**config.mk**
```make
export PLATFORM = sky130hd
export DESIGN_NAME = ext_irq_ctrl
export DESIGN_NICKNAME = d
export VERILOG_FILES = /design/src/rtl/eirq_pkg.sv /design/src/rtl/eirq_detect.sv /design/src/rtl/eirq_regs.sv /design/src/rtl/eirq_arbiter.sv /design/src/rtl/ext_irq_ctrl.sv
export SDC_FILE = /design/constraint.sdc
export NUM_CORES = 1
export LEC_CHECK = 0
export BUFFER_PORTS_ARGS = -buffer_cell sky130_fd_sc_hd__buf_2
export CORE_MARGIN = 2
export CORE_UTILIZATION = 34
export CTS_CLUSTER_DIAMETER = 30
export DETAILED_ROUTE_END_ITERATION = 8
export PLACE_DENSITY = 0.51
export SYNTH_ARGS = -nofsm -noshare
export SYNTH_HDL_FRONTEND = slang
export SYNTH_SLANG_ARGS = --single-unit
```
**constraint.sdc**
```tcl
create_clock -name clk -period 24.4 [get_ports clk]
set_input_delay 4.88 -clock clk [delete_from_list [all_inputs] [get_ports clk]]
set_output_delay 4.88 -clock clk [all_outputs]
set_load 0.02 [all_outputs]
```
**src/rtl/eirq_pkg.sv**
```systemverilog
package eirq_pkg;

  typedef enum logic [1:0] {
    SENSE_LOW  = 2'b00,
    SENSE_FALL = 2'b01,
    SENSE_RISE = 2'b10,
    SENSE_BOTH = 2'b11
  } sense_e;

  localparam int unsigned ADDR_CTRL   = 0;
  localparam int unsigned ADDR_EN     = 1;
  localparam int unsigned ADDR_STAT   = 2;
  localparam int unsigned ADDR_SENSE0 = 3;
  localparam int unsigned PRIO_SLOT   = 4;

  // Detection event for one synchronised sample pair.
  function automatic logic sense_hit(input logic [1:0] mode, input logic cur, input logic prev);
    case (mode)
      SENSE_LOW:  return !cur;
      SENSE_FALL: return !cur && prev;
      SENSE_RISE: return cur && !prev;
      default:    return cur != prev;
    endcase
  endfunction

  // Forwarding rule: strictly above the CPU mask.
  function automatic logic lvl_above(input logic [7:0] lvl, input logic [7:0] mask);
    return lvl > mask;
  endfunction

endpackage

```
**src/rtl/eirq_detect.sv**
```systemverilog
module eirq_detect
  import eirq_pkg::*;
#(
  parameter logic IDLE = 1'b1
) (
  input  logic       clk,
  input  logic       rst,
  input  logic       pin_i,
  input  logic [1:0] mode_i,
  output logic       pin_low_o,
  output logic       evt_o
);

  logic sync1_q, sync2_q, prev_q;

  always_ff @(posedge clk) begin
    if (rst) begin
      sync1_q <= IDLE;
      sync2_q <= IDLE;
      prev_q  <= IDLE;
    end else begin
      sync1_q <= pin_i;
      sync2_q <= sync1_q;
      prev_q  <= sync2_q;
    end
  end

  assign pin_low_o = !sync2_q;
  assign evt_o     = sense_hit(mode_i, sync2_q, prev_q);

  // an edge mode event only follows a change of the synchronised pin
  assert_edge_changed_R3: assert property (@(posedge clk) disable iff (rst)
    (evt_o && mode_i != SENSE_LOW) |-> (sync2_q != $past(sync2_q)));

endmodule

```
**src/rtl/eirq_regs.sv**
```systemverilog
module eirq_regs
  import eirq_pkg::*;
#(
  parameter int N_IRQ  = 16,
  parameter int DW     = 16,
  parameter int AW     = 4,
  parameter int PRIO_W = 3
) (
  input  logic                     clk,
  input  logic                     rst,
  input  logic                     wr_en,
  input  logic [AW-1:0]            wr_addr,
  input  logic [DW-1:0]            wr_data,
  input  logic                     rd_en,
  input  logic [AW-1:0]            rd_addr,
  output logic [DW-1:0]            rd_data,
  input  logic [N_IRQ-1:0]         set_evt,
  output logic                     nmi_rise,
  output logic [N_IRQ-1:0]         en_vec,
  output logic [N_IRQ-1:0]         flags,
  output logic [2*N_IRQ-1:0]       sense_vec,
  output logic [PRIO_W*N_IRQ-1:0]  prio_vec
);

  localparam int SENSE_REGS   = (2 * N_IRQ) / DW;
  localparam int PRIO_PER_REG = DW / PRIO_SLOT;
  localparam int PRIO_REGS    = N_IRQ / PRIO_PER_REG;
  localparam int ADDR_PRIO0   = ADDR_SENSE0 + SENSE_REGS;

  logic [N_IRQ-1:0] seen_q;
  logic [N_IRQ-1:0] clr_mask;
  logic             stat_wr, stat_rd;

  assign stat_wr  = wr_en && (wr_addr == AW'(ADDR_STAT));
  assign stat_rd  = rd_en && (rd_addr == AW'(ADDR_STAT));
  assign clr_mask = stat_wr ? (~wr_data[N_IRQ-1:0] & seen_q) : '0;

  // Configuration registers
  always_ff @(posedge clk) begin
    if (rst) begin
      nmi_rise  <= 1'b0;
      en_vec    <= '0;
      sense_vec <= '0;
      prio_vec  <= '0;
    end else if (wr_en) begin
      if (wr_addr == AW'(ADDR_CTRL)) nmi_rise <= wr_data[0];
      if (wr_addr == AW'(ADDR_EN))   en_vec   <= wr_data[N_IRQ-1:0];
      for (int r = 0; r < SENSE_REGS; r++)
        if (wr_addr == AW'(ADDR_SENSE0 + r)) sense_vec[r*DW +: DW] <= wr_data;
      for (int r = 0; r < PRIO_REGS; r++)
        for (int k = 0; k < PRIO_PER_REG; k++)
          if (wr_addr == AW'(ADDR_PRIO0 + r))
            prio_vec[(r*PRIO_PER_REG + k)*PRIO_W +: PRIO_W] <= wr_data[k*PRIO_SLOT +: PRIO_W];
    end
  end

  // Pending flags: detection beats clearing
  always_ff @(posedge clk) begin
    if (rst) begin
      flags  <= '0;
      seen_q <= '0;
    end else begin
      flags  <= (flags & ~clr_mask) | set_evt;
      seen_q <= (stat_rd ? flags : seen_q) & ~clr_mask;
    end
  end

  always_comb begin
    rd_data = '0;
    if (rd_addr == AW'(ADDR_CTRL)) rd_data[0] = nmi_rise;
    if (rd_addr == AW'(ADDR_EN))   rd_data[N_IRQ-1:0] = en_vec;
    if (rd_addr == AW'(ADDR_STAT)) rd_data[N_IRQ-1:0] = flags;
    for (int r = 0; r < SENSE_REGS; r++)
      if (rd_addr == AW'(ADDR_SENSE0 + r)) rd_data = sense_vec[r*DW +: DW];
    for (int r = 0; r < PRIO_REGS; r++)
      for (int k = 0; k < PRIO_PER_REG; k++)
        if (rd_addr == AW'(ADDR_PRIO0 + r))
          rd_data[k*PRIO_SLOT +: PRIO_W] = prio_vec[(r*PRIO_PER_REG + k)*PRIO_W +: PRIO_W];
  end

  // a flag only falls when it had been read as set
  assert_clear_needs_read_R7: assert property (@(posedge clk) disable iff (rst)
    (($past(flags) & ~flags & ~$past(seen_q)) == '0));

  // every detection leaves its flag set, even against a clear
  assert_set_wins_R8: assert property (@(posedge clk) disable iff (rst)
    (|set_evt) |=> ((flags & $past(set_evt)) == $past(set_evt)));

endmodule

```
**src/rtl/eirq_arbiter.sv**
```systemverilog
module eirq_arbiter #(
  parameter int N_IRQ  = 16,
  parameter int PRIO_W = 3,
  localparam int IDW   = $clog2(N_IRQ)
) (
  input  logic                    clk,
  input  logic                    rst,
  input  logic [N_IRQ-1:0]        pend_vec,
  input  logic [N_IRQ-1:0]        en_vec,
  input  logic [PRIO_W*N_IRQ-1:0] prio_vec,
  output logic                    win_valid,
  output logic [IDW-1:0]          win_id,
  output logic [PRIO_W-1:0]       win_lvl
);

  logic [N_IRQ-1:0] cand;

  always_comb begin
    win_valid = 1'b0;
    win_id    = '0;
    win_lvl   = '0;
    for (int i = 0; i < N_IRQ; i++) begin
      cand[i] = pend_vec[i] && en_vec[i] && (prio_vec[i*PRIO_W +: PRIO_W] != '0);
      // strict compare keeps the lowest index on ties
      if (cand[i] && (!win_valid || prio_vec[i*PRIO_W +: PRIO_W] > win_lvl)) begin
        win_valid = 1'b1;
        win_id    = IDW'(i);
        win_lvl   = prio_vec[i*PRIO_W +: PRIO_W];
      end
    end
  end

  // the winner is pending, enabled and at a nonzero level
  assert_winner_legal_R4: assert property (@(posedge clk) disable iff (rst)
    win_valid |-> (en_vec[win_id] && pend_vec[win_id] && win_lvl != '0));

endmodule

```
**src/rtl/ext_irq_ctrl.sv**
```systemverilog
module ext_irq_ctrl
  import eirq_pkg::*;
#(
  parameter int N_IRQ  = 16,
  parameter int DW     = 16,
  parameter int AW     = 4,
  parameter int PRIO_W = 3,
  localparam int IDW   = $clog2(N_IRQ)
) (
  input  logic              clk,
  input  logic              rst,
  input  logic              nmi_pin,
  input  logic [N_IRQ-1:0]  irq_pins,
  input  logic [PRIO_W-1:0] cpu_mask,
  input  logic              nmi_ack,
  input  logic              wr_en,
  input  logic [AW-1:0]     wr_addr,
  input  logic [DW-1:0]     wr_data,
  input  logic              rd_en,
  input  logic [AW-1:0]     rd_addr,
  output logic [DW-1:0]     rd_data,
  output logic              nmi_req,
  output logic              irq_req,
  output logic [IDW-1:0]    irq_id,
  output logic [PRIO_W-1:0] irq_lvl,
  output logic              wake
);

  logic [N_IRQ-1:0]        en_vec, flags, low_vec, evt_vec, pend_vec;
  logic [2*N_IRQ-1:0]      sense_vec;
  logic [PRIO_W*N_IRQ-1:0] prio_vec;
  logic                    nmi_rise, nmi_evt, nmi_low, nmi_pend_d, fwd;
  logic [1:0]              nmi_mode;
  logic                    win_valid;
  logic [IDW-1:0]          win_id;
  logic [PRIO_W-1:0]       win_lvl;

  for (genvar g = 0; g < N_IRQ; g++) begin : g_pin
    eirq_detect #(.IDLE(1'b1)) u_det (
      .clk       (clk),
      .rst       (rst),
      .pin_i     (irq_pins[g]),
      .mode_i    (sense_vec[2*g +: 2]),
      .pin_low_o (low_vec[g]),
      .evt_o     (evt_vec[g])
    );
    // level mode competes on the live pin, edge modes on the flag
    assign pend_vec[g] = (sense_vec[2*g +: 2] == SENSE_LOW) ? low_vec[g] : flags[g];
  end

  assign nmi_mode = nmi_rise ? SENSE_RISE : SENSE_FALL;

  eirq_detect #(.IDLE(1'b1)) u_nmi_det (
    .clk       (clk),
    .rst       (rst),
    .pin_i     (nmi_pin),
    .mode_i    (nmi_mode),
    .pin_low_o (nmi_low),
    .evt_o     (nmi_evt)
  );

  eirq_regs #(.N_IRQ(N_IRQ), .DW(DW), .AW(AW), .PRIO_W(PRIO_W)) u_regs (
    .clk       (clk),
    .rst       (rst),
    .wr_en     (wr_en),
    .wr_addr   (wr_addr),
    .wr_data   (wr_data),
    .rd_en     (rd_en),
    .rd_addr   (rd_addr),
    .rd_data   (rd_data),
    .set_evt   (evt_vec),
    .nmi_rise  (nmi_rise),
    .en_vec    (en_vec),
    .flags     (flags),
    .sense_vec (sense_vec),
    .prio_vec  (prio_vec)
  );

  eirq_arbiter #(.N_IRQ(N_IRQ), .PRIO_W(PRIO_W)) u_arb (
    .clk       (clk),
    .rst       (rst),
    .pend_vec  (pend_vec),
    .en_vec    (en_vec),
    .prio_vec  (prio_vec),
    .win_valid (win_valid),
    .win_id    (win_id),
    .win_lvl   (win_lvl)
  );

  assign nmi_pend_d = (nmi_req && !nmi_ack) || nmi_evt;
  assign fwd        = win_valid && lvl_above(8'(win_lvl), 8'(cpu_mask));

  always_ff @(posedge clk) begin
    if (rst) begin
      nmi_req <= 1'b0;
      irq_req <= 1'b0;
      irq_id  <= '0;
      irq_lvl <= '0;
      wake    <= 1'b0;
    end else begin
      nmi_req <= nmi_pend_d;
      irq_req <= fwd && !nmi_pend_d;
      irq_id  <= win_id;
      irq_lvl <= win_lvl;
      wake    <= nmi_evt || (|(evt_vec & en_vec));
    end
  end

  // a falling-mode event happens only with the pin low
  assert_nmi_edge_R1: assert property (@(posedge clk) disable iff (rst)
    (nmi_evt && !nmi_rise) |-> nmi_low);

  // the non-maskable request shuts out the maskable one
  assert_nmi_wins_R2: assert property (@(posedge clk) disable iff (rst)
    nmi_req |-> !irq_req);

  // forwarded level exceeds the mask seen one cycle earlier
  assert_above_mask_R6: assert property (@(posedge clk) disable iff (rst)
    irq_req |-> (irq_lvl > $past(cpu_mask)));

  // the forwarded pin was enabled when it was chosen
  assert_enabled_only_R4: assert property (@(posedge clk) disable iff (rst)
    irq_req |-> ((($past(en_vec) >> irq_id) & N_IRQ'(1)) != '0));

  // acknowledge without a new edge drops the request
  assert_nmi_ack_R11: assert property (@(posedge clk) disable iff (rst)
    (nmi_ack && !nmi_evt) |=> !nmi_req);

endmodule

```
==> summary.md, run 1 <==
| Metric | Value |
|---|---|
| Die X | `181.7 microns` |
| PnR worst setup slack | `1.654 ns` |
| Total clock sinks | `190` |
| Port bufs | `74` |
| Synth cell types | `79` |
| Post-synth EDFFs | `0` |
| Die ar. | `0.03302 sq mm` |
| DRT Pass-1 Iters | `6` |
| Worst-path clk slew | `0.07 ns` |
| Post-Synthesis Cells | `1327` |
| Maximum clock frequency | `43.96 MHz` |
| Pre-CTS setup slack | `-0.1148 ns` |
| Worst Skew | `0.008024 ns` |
| Largest area contributor in the netlist | `dfxtp_1` |
| Clock Path Buffers | `2` |
| Syn Area/Cell | `8.092 sq um` |
| P_leak | `5.198 nW` |
| Post-DR vias/cell | `5.451` |
| Final cell count without fillers | `1806` |
| Synth async-reset ratio | `0%` |
| Commonest non-fill, non-tap cell in the layout | `nand2_1` |
| Total placed cells including tap cells | `1754` |
| DRT antenna net count | `0` |
| Seq/Total Area, Yosys | `35.42%` |
| H-tree depth | `4` |
| Yosys reg bits | `190` |
| Post-route setup TNS | `0 ns` |
| FF-to-FF path depth | `122` |
| Critical path launch point type | `flop` |
| Period utilization | `93.22%` |
| Initial DRC count | `686` |
| Global-route wire length before repair | `55.68 mm` |
| Worst path slowest cell | `or3_4` |
| R2R Path End | `irq_req` |
| CTS tree | `yes` |
| FP Rows | `65` |
| Initial core utilization | `34.29%` |
| R2R Setup Slk | `1.65 ns` |
| GR Util All Layers | `22.04%` |
| Clock latency on the worst-skew pair | `0.44 ns` |
| Slew Viols, Final | `0` |
| Largest net degree at the start of global routing | `123` |
| Worst Path Arrival | `23.13 ns` |
| Max_slew headroom | `21.50%` |
| Vias in the first global route | `9294` |
| CTS buffer count | `17` |
| Synth warn | `0` |
| Worst-Margin Slew | `1.161 ns` |
| Most common cell type on the critical path | `ha_1` |
| Reg2reg start | `u_regs.sense_vec[1]` |
| Worst path bufs/invs | `7` |
| CP endpoint | `irq_req` |
| Vias | `9844` |
| Setup CP Type | `reg -> reg` |
| Crit path depth | `122` |
| Top cell type's share of synthesized area | `35.42%` |
| Most frequent cells in the layout | `220 x nand2_1, 190 x dfxtp_1, 119 x nor2_1` |
| Ports | `75` |
| Worst vdd ir | `43.82 uV` |
| Max Cap Viol | `0` |
| Count of final setup violators | `0` |
| Syn-to-layout area delta | `14.74%` |
| Crit. Startpoint | `u_regs.sense_vec[1]` |
| Largest cells by area after synthesis | `dfxtp_1 35%, ha_1 8.3%, nand2_1 7.7%` |
| GPL Wtd Cong | `0.8855` |
| Worst Hold Class | `reg -> reg` |
| Synthesized Nets | `1447` |
| Ant diodes | `0` |
| Initial antenna violation count | `0` |
| Data required, critical path | `24.78 ns` |
| Synth Flop Type | `dfxtp_1` |
| Root Driver | `clkbuf_16` |
| Family with the most delay on the worst path | `compound AO/OA/AOI/OAI gates` |
| Detailed placement HPWL | `26.16 mm` |
| Die Span Y | `181.7 microns` |
| Tot Pwr | `0.6339 mW` |
| Share of cells above drive strength 1 | `17.66%` |
| Routed WL per cell | `20.01 microns` |
| Slowest stage delay, CP | `0.42 ns` |
| Nets | `1511` |
| Area of the core | `0.03131 sq mm` |
| Total Wirelength | `36.13 mm` |
| Post-Syn Area | `0.01074 sq mm` |
| Crit-path max FO | `8` |
| Power per cell area | `51.45 mW/mm^2` |
| Final min period | `22.75 ns` |
| Final hold viol count | `0` |
| Critical Path Sink Type | `flop` |
| # fillers | `3250` |
| Drt drc | `0` |
| Status | `completed` |
| Grt total ovfl | `0` |
cell families after synthesis:
family          share of synthesized area (%)
mux                                     6.688
compound gates                          21.49
fa+ha+maj                               8.366
flops                                   35.42
buf+inv                                 4.708
simple gates                            23.33
cell usage after synthesis (9+ instances only):
master and instances:
nand2_1 220, dfxtp_1 190, nor2_1 119, a21oi_1 113
inv_1 77, ha_1 71, mux2i_1 56, or2_2 53
o21ai_0 51, clkbuf_1 49, a22oi_1 36, a211oi_1 21
and3b_1 18, nand3b_1 18, nand3_1 16, nor3_1 14
nor2b_1 13, or3_1 11, a31oi_1 10, o31ai_1 9
area by class of cell:
type                            count  area (sq um)  share of cell area, %
Multi-Input combinational cell   1004          6609                  53.64
Sequential cell                   190          3804                  30.87
Timing Repair Buffer               99         564.3                  4.580
Tap cell                          402         503.0                  4.082
Clock buffer                       20         456.7                  3.707
Inverter                           79         296.5                  2.407
Clock inverter                     12         87.58                 0.7109
how the worst min path moves through the flow:
stage	startpoint	to	slack, ns	cells after the start
2_1_floorplan	g_pin[0].u_det.sync1_q	g_pin[0].u_det.sync2_q	0.39	1
3_3_place_gp	g_pin[15].u_det.sync1_q	g_pin[15].u_det.sync2_q	0.39	1
3_5_place_dp	g_pin[4].u_det.sync1_q	g_pin[4].u_det.sync2_q	0.39	1
4_1_cts	g_pin[4].u_det.sync1_q	g_pin[4].u_det.sync2_q	0.41	1
5_1_grt	g_pin[4].u_det.sync1_q	g_pin[4].u_det.sync2_q	0.42	1
6_report	g_pin[13].u_det.sync1_q	g_pin[13].u_det.sync2_q	0.41	1
where the power goes:
group          total, mW  switching (mW)  internal, mW  leakage [nW]
clock              0.263           0.126         0.137         0.272
sequential         0.326         0.00842         0.317          1.55
combinational     0.0455          0.0290        0.0165          3.38
routing by layer:
layer / global-route usage (%) / vias to the layer above / part of all wire (%)
met2: 35.59 / 301 / 46
met1: 29.64 / 4680 / 46
met4: 9.171 / 0 / 3.8
li1: - / 4807 / -
met3: 2.948 / 56 / 4.8
met5: 0 / - / 0
per-stage QoR:
stage                     hold WS, ns  utilization, %  instance area [sq um]
after global routing           0.4174           39.35                  12320
after floorplan                0.3895               -                  10740
after detailed placement       0.3947           36.68                  11480
after global placement         0.3909           36.68                  11480
final                          0.4078           39.35                  12320
after CTS                      0.4111           38.43                  12030
repair_timing:
item | 4_1_cts | 5_1_grt
endpoints found under the hold margin | 0 | 0
pin swaps | 0 | 13
setup endpoints to repair | 1 | 8
buffers inserted | 0 | 19
hold buffers | 0 | 0
resized for setup | 1 | 30
cloned | 0 | 1
state kept, by name (all words and copies together), names as in the netlist:
| name | flops |
|---|---|
| u_regs.prio_vec | 48 |
| u_regs.sense_vec | 32 |
| g_pin.u_det.prev_q | 16 |
| g_pin.u_det.sync1_q | 16 |
| g_pin.u_det.sync2_q | 16 |
| u_regs.en_vec | 16 |
| u_regs.flags | 16 |
| u_regs.seen_q | 16 |
| irq_id | 4 |
| irq_lvl | 3 |
| irq_req | 1 |
| nmi_req | 1 |
| u_nmi_det.prev_q | 1 |
| u_nmi_det.sync1_q | 1 |
| u_nmi_det.sync2_q | 1 |
| u_regs.nmi_rise | 1 |
| wake | 1 |
Note: power is estimated with default switching activity, not from simulation.
==> inputs of run 2 (changes only) <==
--- a/config.mk
+++ b/config.mk
@@ -7,10 +7,10 @@
 export LEC_CHECK = 0
 export BUFFER_PORTS_ARGS = -buffer_cell sky130_fd_sc_hd__buf_2
 export CORE_MARGIN = 2
-export CORE_UTILIZATION = 34
+export CORE_UTILIZATION = 57
 export CTS_CLUSTER_DIAMETER = 30
 export DETAILED_ROUTE_END_ITERATION = 8
-export PLACE_DENSITY = 0.51
+export PLACE_DENSITY = 0.77
 export SYNTH_ARGS = -nofsm -noshare
 export SYNTH_HDL_FRONTEND = slang
 export SYNTH_SLANG_ARGS = --single-unit
==> summary.md, run 2 (synthesized netlist as in run 1, its figures left out) <==
| Metric | Value |
|---|---|
| Grt total ovfl | `0` |
| Most frequent cells in the layout | `220 x nand2_1, 190 x dfxtp_1, 119 x nor2_1` |
| Fin area | `0.01214 sq mm` |
| Slowest stage delay, CP | `0.42 ns` |
| H-tree depth | `4` |
| Root Driver | `clkbuf_16` |
| Ports | `75` |
| P_leak | `5.217 nW` |
| DRT Pass-1 Iters | `5` |
| Max FFs per register | `48` |
| GPL Wtd Cong | `0.9173` |
| Port bufs | `74` |
| Detailed placement HPWL | `22.93 mm` |
| Worst-path clk slew | `0.07 ns` |
| Initial antenna violation count | `1` |
| Initial core utilization | `57.79%` |
| Die X | `141.3 microns` |
| Vias | `10080` |
| Biggest register | `u_regs.prio_vec` |
| Slew Viols, Final | `0` |
| Family with the most delay on the worst path | `compound AO/OA/AOI/OAI gates` |
| Final min period | `22.90 ns` |
| Critical path launch point type | `flop` |
| Worst Hold Class | `reg -> reg` |
| Regs by FF count | `u_regs.prio_vec: 48 flops, u_regs.sense_vec: 32 flops` |
| Worst vdd ir | `53.89 uV` |
| Power per cell area | `54.37 mW/mm^2` |
| Maximum clock frequency | `43.67 MHz` |
| Hold-fix buffers, CTS | `0` |
| Most common cell type on the critical path | `ha_1` |
| Share of cells above drive strength 1 | `17.48%` |
| Die Span Y | `141.3 microns` |
| Crit-path max FO | `11` |
| Nets | `1509` |
| GR Util All Layers | `32.37%` |
| Status | `completed` |
| Total clock sinks | `190` |
| Commonest non-fill, non-tap cell in the layout | `nand2_1` |
| Max Cap Viol | `0` |
| Period utilization | `93.85%` |
| Global-route wire length before repair | `50.91 mm` |
| Vias in the first global route | `9297` |
| CTS buffer count | `17` |
| Worst-Margin Slew | `1.029 ns` |
| Clock Path Buffers | `2` |
| Max_slew headroom | `31.02%` |
| Ant diodes | `0` |
| Syn-to-layout area delta | `13.02%` |
| Worst path bufs/invs | `7` |
| Area of the core | `0.01858 sq mm` |
| Worst Path Arrival | `23.28 ns` |
| Final hold viol count | `0` |
| Drt drc | `0` |
| Tot Pwr | `0.6598 mW` |
| Setup CP Type | `reg -> reg` |
| Post-DR vias/cell | `6.163` |
| Die ar. | `0.01995 sq mm` |
| Critical Path Sink Type | `flop` |
| Total Wirelength | `32.34 mm` |
| CTS tree | `yes` |
| Clock latency on the worst-skew pair | `0.43 ns` |
| Count of final setup violators | `0` |
| Worst path slowest cell | `or3_4` |
| Placed inst area | `0.01129 sq mm` |
| Data required, critical path | `24.78 ns` |
| Worst Skew | `0.008883 ns` |
| Routed WL per cell | `19.77 microns` |
| Initial DRC count | `1149` |
| DRT antenna net count | `0` |
| FP Rows | `50` |
| Largest net degree at the start of global routing | `107` |
run 2: timing repair:
item | 4_1_cts | 5_1_grt
endpoints found under the setup margin | 0 | 8
setup buffers | 0 | 15
resized for setup | 0 | 30
run 2: worst paths after layout:
check | start | endpoint | slack [ns] | depth (start not counted)
setup / recovery | u_regs.sense_vec[1] | irq_req | 1.50 | 123
hold reg to reg | g_pin[14].u_det.sync1_q | g_pin[14].u_det.sync2_q | 0.41 | 1
setup reg to reg | u_regs.sense_vec[1] | irq_req | 1.50 | 123
hold / removal | g_pin[14].u_det.sync1_q | g_pin[14].u_det.sync2_q | 0.41 | 1
run 2: power breakdown:
| group | internal (mW) | leakage (nW) | total (mW) | switching, mW |
|---|---|---|---|---|
| clock | 0.168 | 0.307 | 0.290 | 0.122 |
| combinational | 0.0164 | 3.36 | 0.0445 | 0.0281 |
| sequential | 0.317 | 1.55 | 0.326 | 0.00815 |
| total | 0.502 | 5.22 | 0.660 | 0.158 |
run 2: through the flow:
stage	hold slack (ns)	utilization [%]	setup TNS [ns]	cells	setup slack [ns]
4_1_cts	0.4092	64.04	0	1621	0.1410
5_1_grt	0.4211	65.31	-0.2249	1636	-0.2249
6_report	0.4093	65.31	0	1636	1.500
3_3_place_gp	0.3920	60.74	0	1589	0.9714
2_1_floorplan	0.3895	-	0	1327	2.734
3_5_place_dp	0.3932	60.74	0	1589	0.2707
run 2: final cells by class:
class | count | area (sq um)
repair buffers | 98 | 556.8
inverters | 79 | 296.5
clock buffers | 20 | 456.7
fillers | 1583 | 6445
well taps | 234 | 292.8
clock inverters | 12 | 156.4
flip-flops and latches | 190 | 3804
multi-input cells | 1003 | 6573
run 2: layer usage:
metal	GRT usage, %	routed length (microns)	vias up
met5	0	7	-
met4	12.89	1150	2
met3	5.737	2655	76
met2	51.23	14580	437
met1	44.11	13950	4771
li1	-	-	4797
==> inputs of run 3 (changes only) <==
--- a/config.mk
+++ b/config.mk
@@ -11,6 +11,7 @@
 export CTS_CLUSTER_DIAMETER = 30
 export DETAILED_ROUTE_END_ITERATION = 8
 export PLACE_DENSITY = 0.77
+export RECOVER_POWER = 25
 export SYNTH_ARGS = -nofsm -noshare
 export SYNTH_HDL_FRONTEND = slang
 export SYNTH_SLANG_ARGS = --single-unit
==> constraint.sdc (replaced) <==
create_clock -name clk -period 25.8 [get_ports clk]
set_input_delay 5.16 -clock clk [delete_from_list [all_inputs] [get_ports clk]]
set_output_delay 5.16 -clock clk [all_outputs]
set_load 0.02 [all_outputs]
==> summary.md, run 3 (synthesized netlist as in run 1, its figures left out) <==
| Metric | Value |
|---|---|
| Critical path launch point type | `flop` |
| GR Util All Layers | `33.16%` |
| Max_slew headroom | `-201.6%` |
| Biggest register | `u_regs.prio_vec` |
| Area of the core | `0.01858 sq mm` |
| Final core occ | `63.89%` |
| Register area | `0.003804 sq mm` |
| Root Driver | `clkbuf_16` |
| Post-DR vias/cell | `6.257` |
| Crit-path max FO | `11` |
| CP endpoint | `irq_req` |
| Crit. Startpoint | `u_regs.sense_vec[1]` |
| DRT antenna net count | `0` |
| Max FFs per register | `48` |
| R2R Setup Slk | `1.97 ns` |
| Initial antenna violation count | `0` |
| Port bufs | `74` |
| Die X | `141.3 microns` |
| Vias | `10150` |
| Hold Slack | `0.4091 ns` |
| Commonest non-fill, non-tap cell in the layout | `nand2_1` |
| Drt drc | `0` |
| Slew Viols, Final | `121` |
| Fin area | `0.01187 sq mm` |
| Initial DRC count | `1237` |
| Final hold viol count | `0` |
| Share of cells above drive strength 1 | `14.19%` |
| # fillers | `1634` |
| Die ar. | `0.01995 sq mm` |
| Clock Path Buffers | `2` |
| FF-to-FF path depth | `123` |
| Detailed placement HPWL | `23.43 mm` |
| Period utilization | `92.37%` |
| CTS buffer count | `17` |
| Largest net degree at the start of global routing | `121` |
| PnR worst setup slack | `1.969 ns` |
| Ant diodes | `0` |
| Most frequent cells in the layout | `220 x nand2_1, 190 x dfxtp_1, 119 x nor2_1` |
| Worst path slowest cell | `or3_4` |
| P_leak | `5.047 nW` |
| Total clock sinks | `190` |
| Nets | `1495` |
| Ports | `75` |
| Critical Path Sink Type | `flop` |
| Slowest stage delay, CP | `0.42 ns` |
| Worst-path clk slew | `0.07 ns` |
| Vias in the first global route | `9498` |
| Die Span Y | `141.3 microns` |
| Pre-CTS setup slack | `1.369 ns` |
| Regs by FF count | `u_regs.prio_vec: 48 flops, u_regs.sense_vec: 32 flops` |
| Worst-Margin Slew | `4.524 ns` |
| Max Cap Viol | `1` |
| Initial core utilization | `57.79%` |
| Total Wirelength | `32.96 mm` |
| FP Rows | `50` |
| Syn-to-layout area delta | `10.55%` |
| Most common cell type on the critical path | `ha_1` |
| Final min period | `23.83 ns` |
| Setup CP Type | `reg -> reg` |
| Hold Startpoint | `g_pin[4].u_det.sync1_q` |
| Failing checks | `max-capacitance violations, max-slew violations` |
| Power per cell area | `50.72 mW/mm^2` |
| DRT Pass-1 Iters | `7` |
| Worst Path Arrival | `24.21 ns` |
| Global-route wire length before repair | `51.50 mm` |
| Worst vdd ir | `42.50 uV` |
| Worst hold stages | `1` |
| Data required, critical path | `26.18 ns` |
| Worst Hold Class | `reg -> reg` |
| Count of final setup violators | `0` |
| Placed inst area | `0.01128 sq mm` |
| Reg2reg start | `u_regs.sense_vec[1]` |
| CTS tree | `yes` |
| H-tree depth | `4` |
| R2R Path End | `irq_req` |
| Maximum clock frequency | `41.96 MHz` |
| Clock latency on the worst-skew pair | `0.43 ns` |
| Multi-input logic area | `0.006501 sq mm` |
| Routed WL per cell | `20.32 microns` |
| Status | `finished with violations` |
| GPL Wtd Cong | `0.9659` |
| Grt total ovfl | `0` |
| Worst Skew | `0.009399 ns` |
run 3: changes by cell type in the layout (fill, tap and decap cells not counted), moves of 3 or more:
cell,previous run,this run
buf_2,73,62
buf_4,24,6
clkbuf_1,1,20
o21ai_0,46,49
o21ai_2,8,5
run 3: area by class of cell:
type / count / share of cell area, %
Clock buffer: 24 / 3.974
Clock inverter: 8 / 0.6852
Inverter: 79 / 2.498
Multi-Input combinational cell: 1003 / 54.77
Sequential cell: 190 / 32.04
Tap cell: 234 / 2.467
Timing Repair Buffer: 84 / 3.563
run 3: worst min-delay path by stage:
stage | endpoint
after CTS | g_pin[4].u_det.sync2_q
final | g_pin[4].u_det.sync2_q
after global routing | g_pin[15].u_det.sync2_q
after global placement | g_pin[8].u_det.sync2_q
after floorplan | g_pin[0].u_det.sync2_q
after detailed placement | g_pin[4].u_det.sync2_q
run 3: worst max-delay path, delay by kind of cell (launching register included):
family | cells | cell delay [ns]
adder cells (fa/ha/maj) | 17 | 4.64
flip-flops | 1 | 0.37
AND/OR/NAND/NOR | 32 | 4.61
AO/OA/AOI/OAI | 60 | 11.22
buffers and inverters | 7 | 0.57
multiplexers | 7 | 2.40
run 3: through the flow:
stage / power, mW / setup TNS, ns / cells
after floorplan: 0.3374 / 0 / 1327
after global placement: 0.3537 / 0 / 1588
after detailed placement: 0.3552 / 0 / 1588
after CTS: 0.6026 / 0 / 1620
after global routing: 0.6216 / -0.02996 / 1622
final: 0.6021 / 0 / 1622
run 3: per-layer routing:
layer,part of all wire [%],global-route usage [%],wire length [microns]
met1,42,43.77,13720
met2,45,53.27,14830
met3,8.5,5.130,2791
met4,4.9,16.26,1624
met5,0,0,0
run 3: where the power goes:
group | switching [mW] | total [mW] | internal (mW)
logic | 0.0266 | 0.0424 | 0.0158
registers | 0.00776 | 0.308 | 0.300
clock network | 0.113 | 0.252 | 0.139
run 3: timing repair:
action,4_1_cts,5_1_grt
resized for setup,0,13
setup buffers,0,2
setup endpoints to repair,0,8
hold buffers,0,0
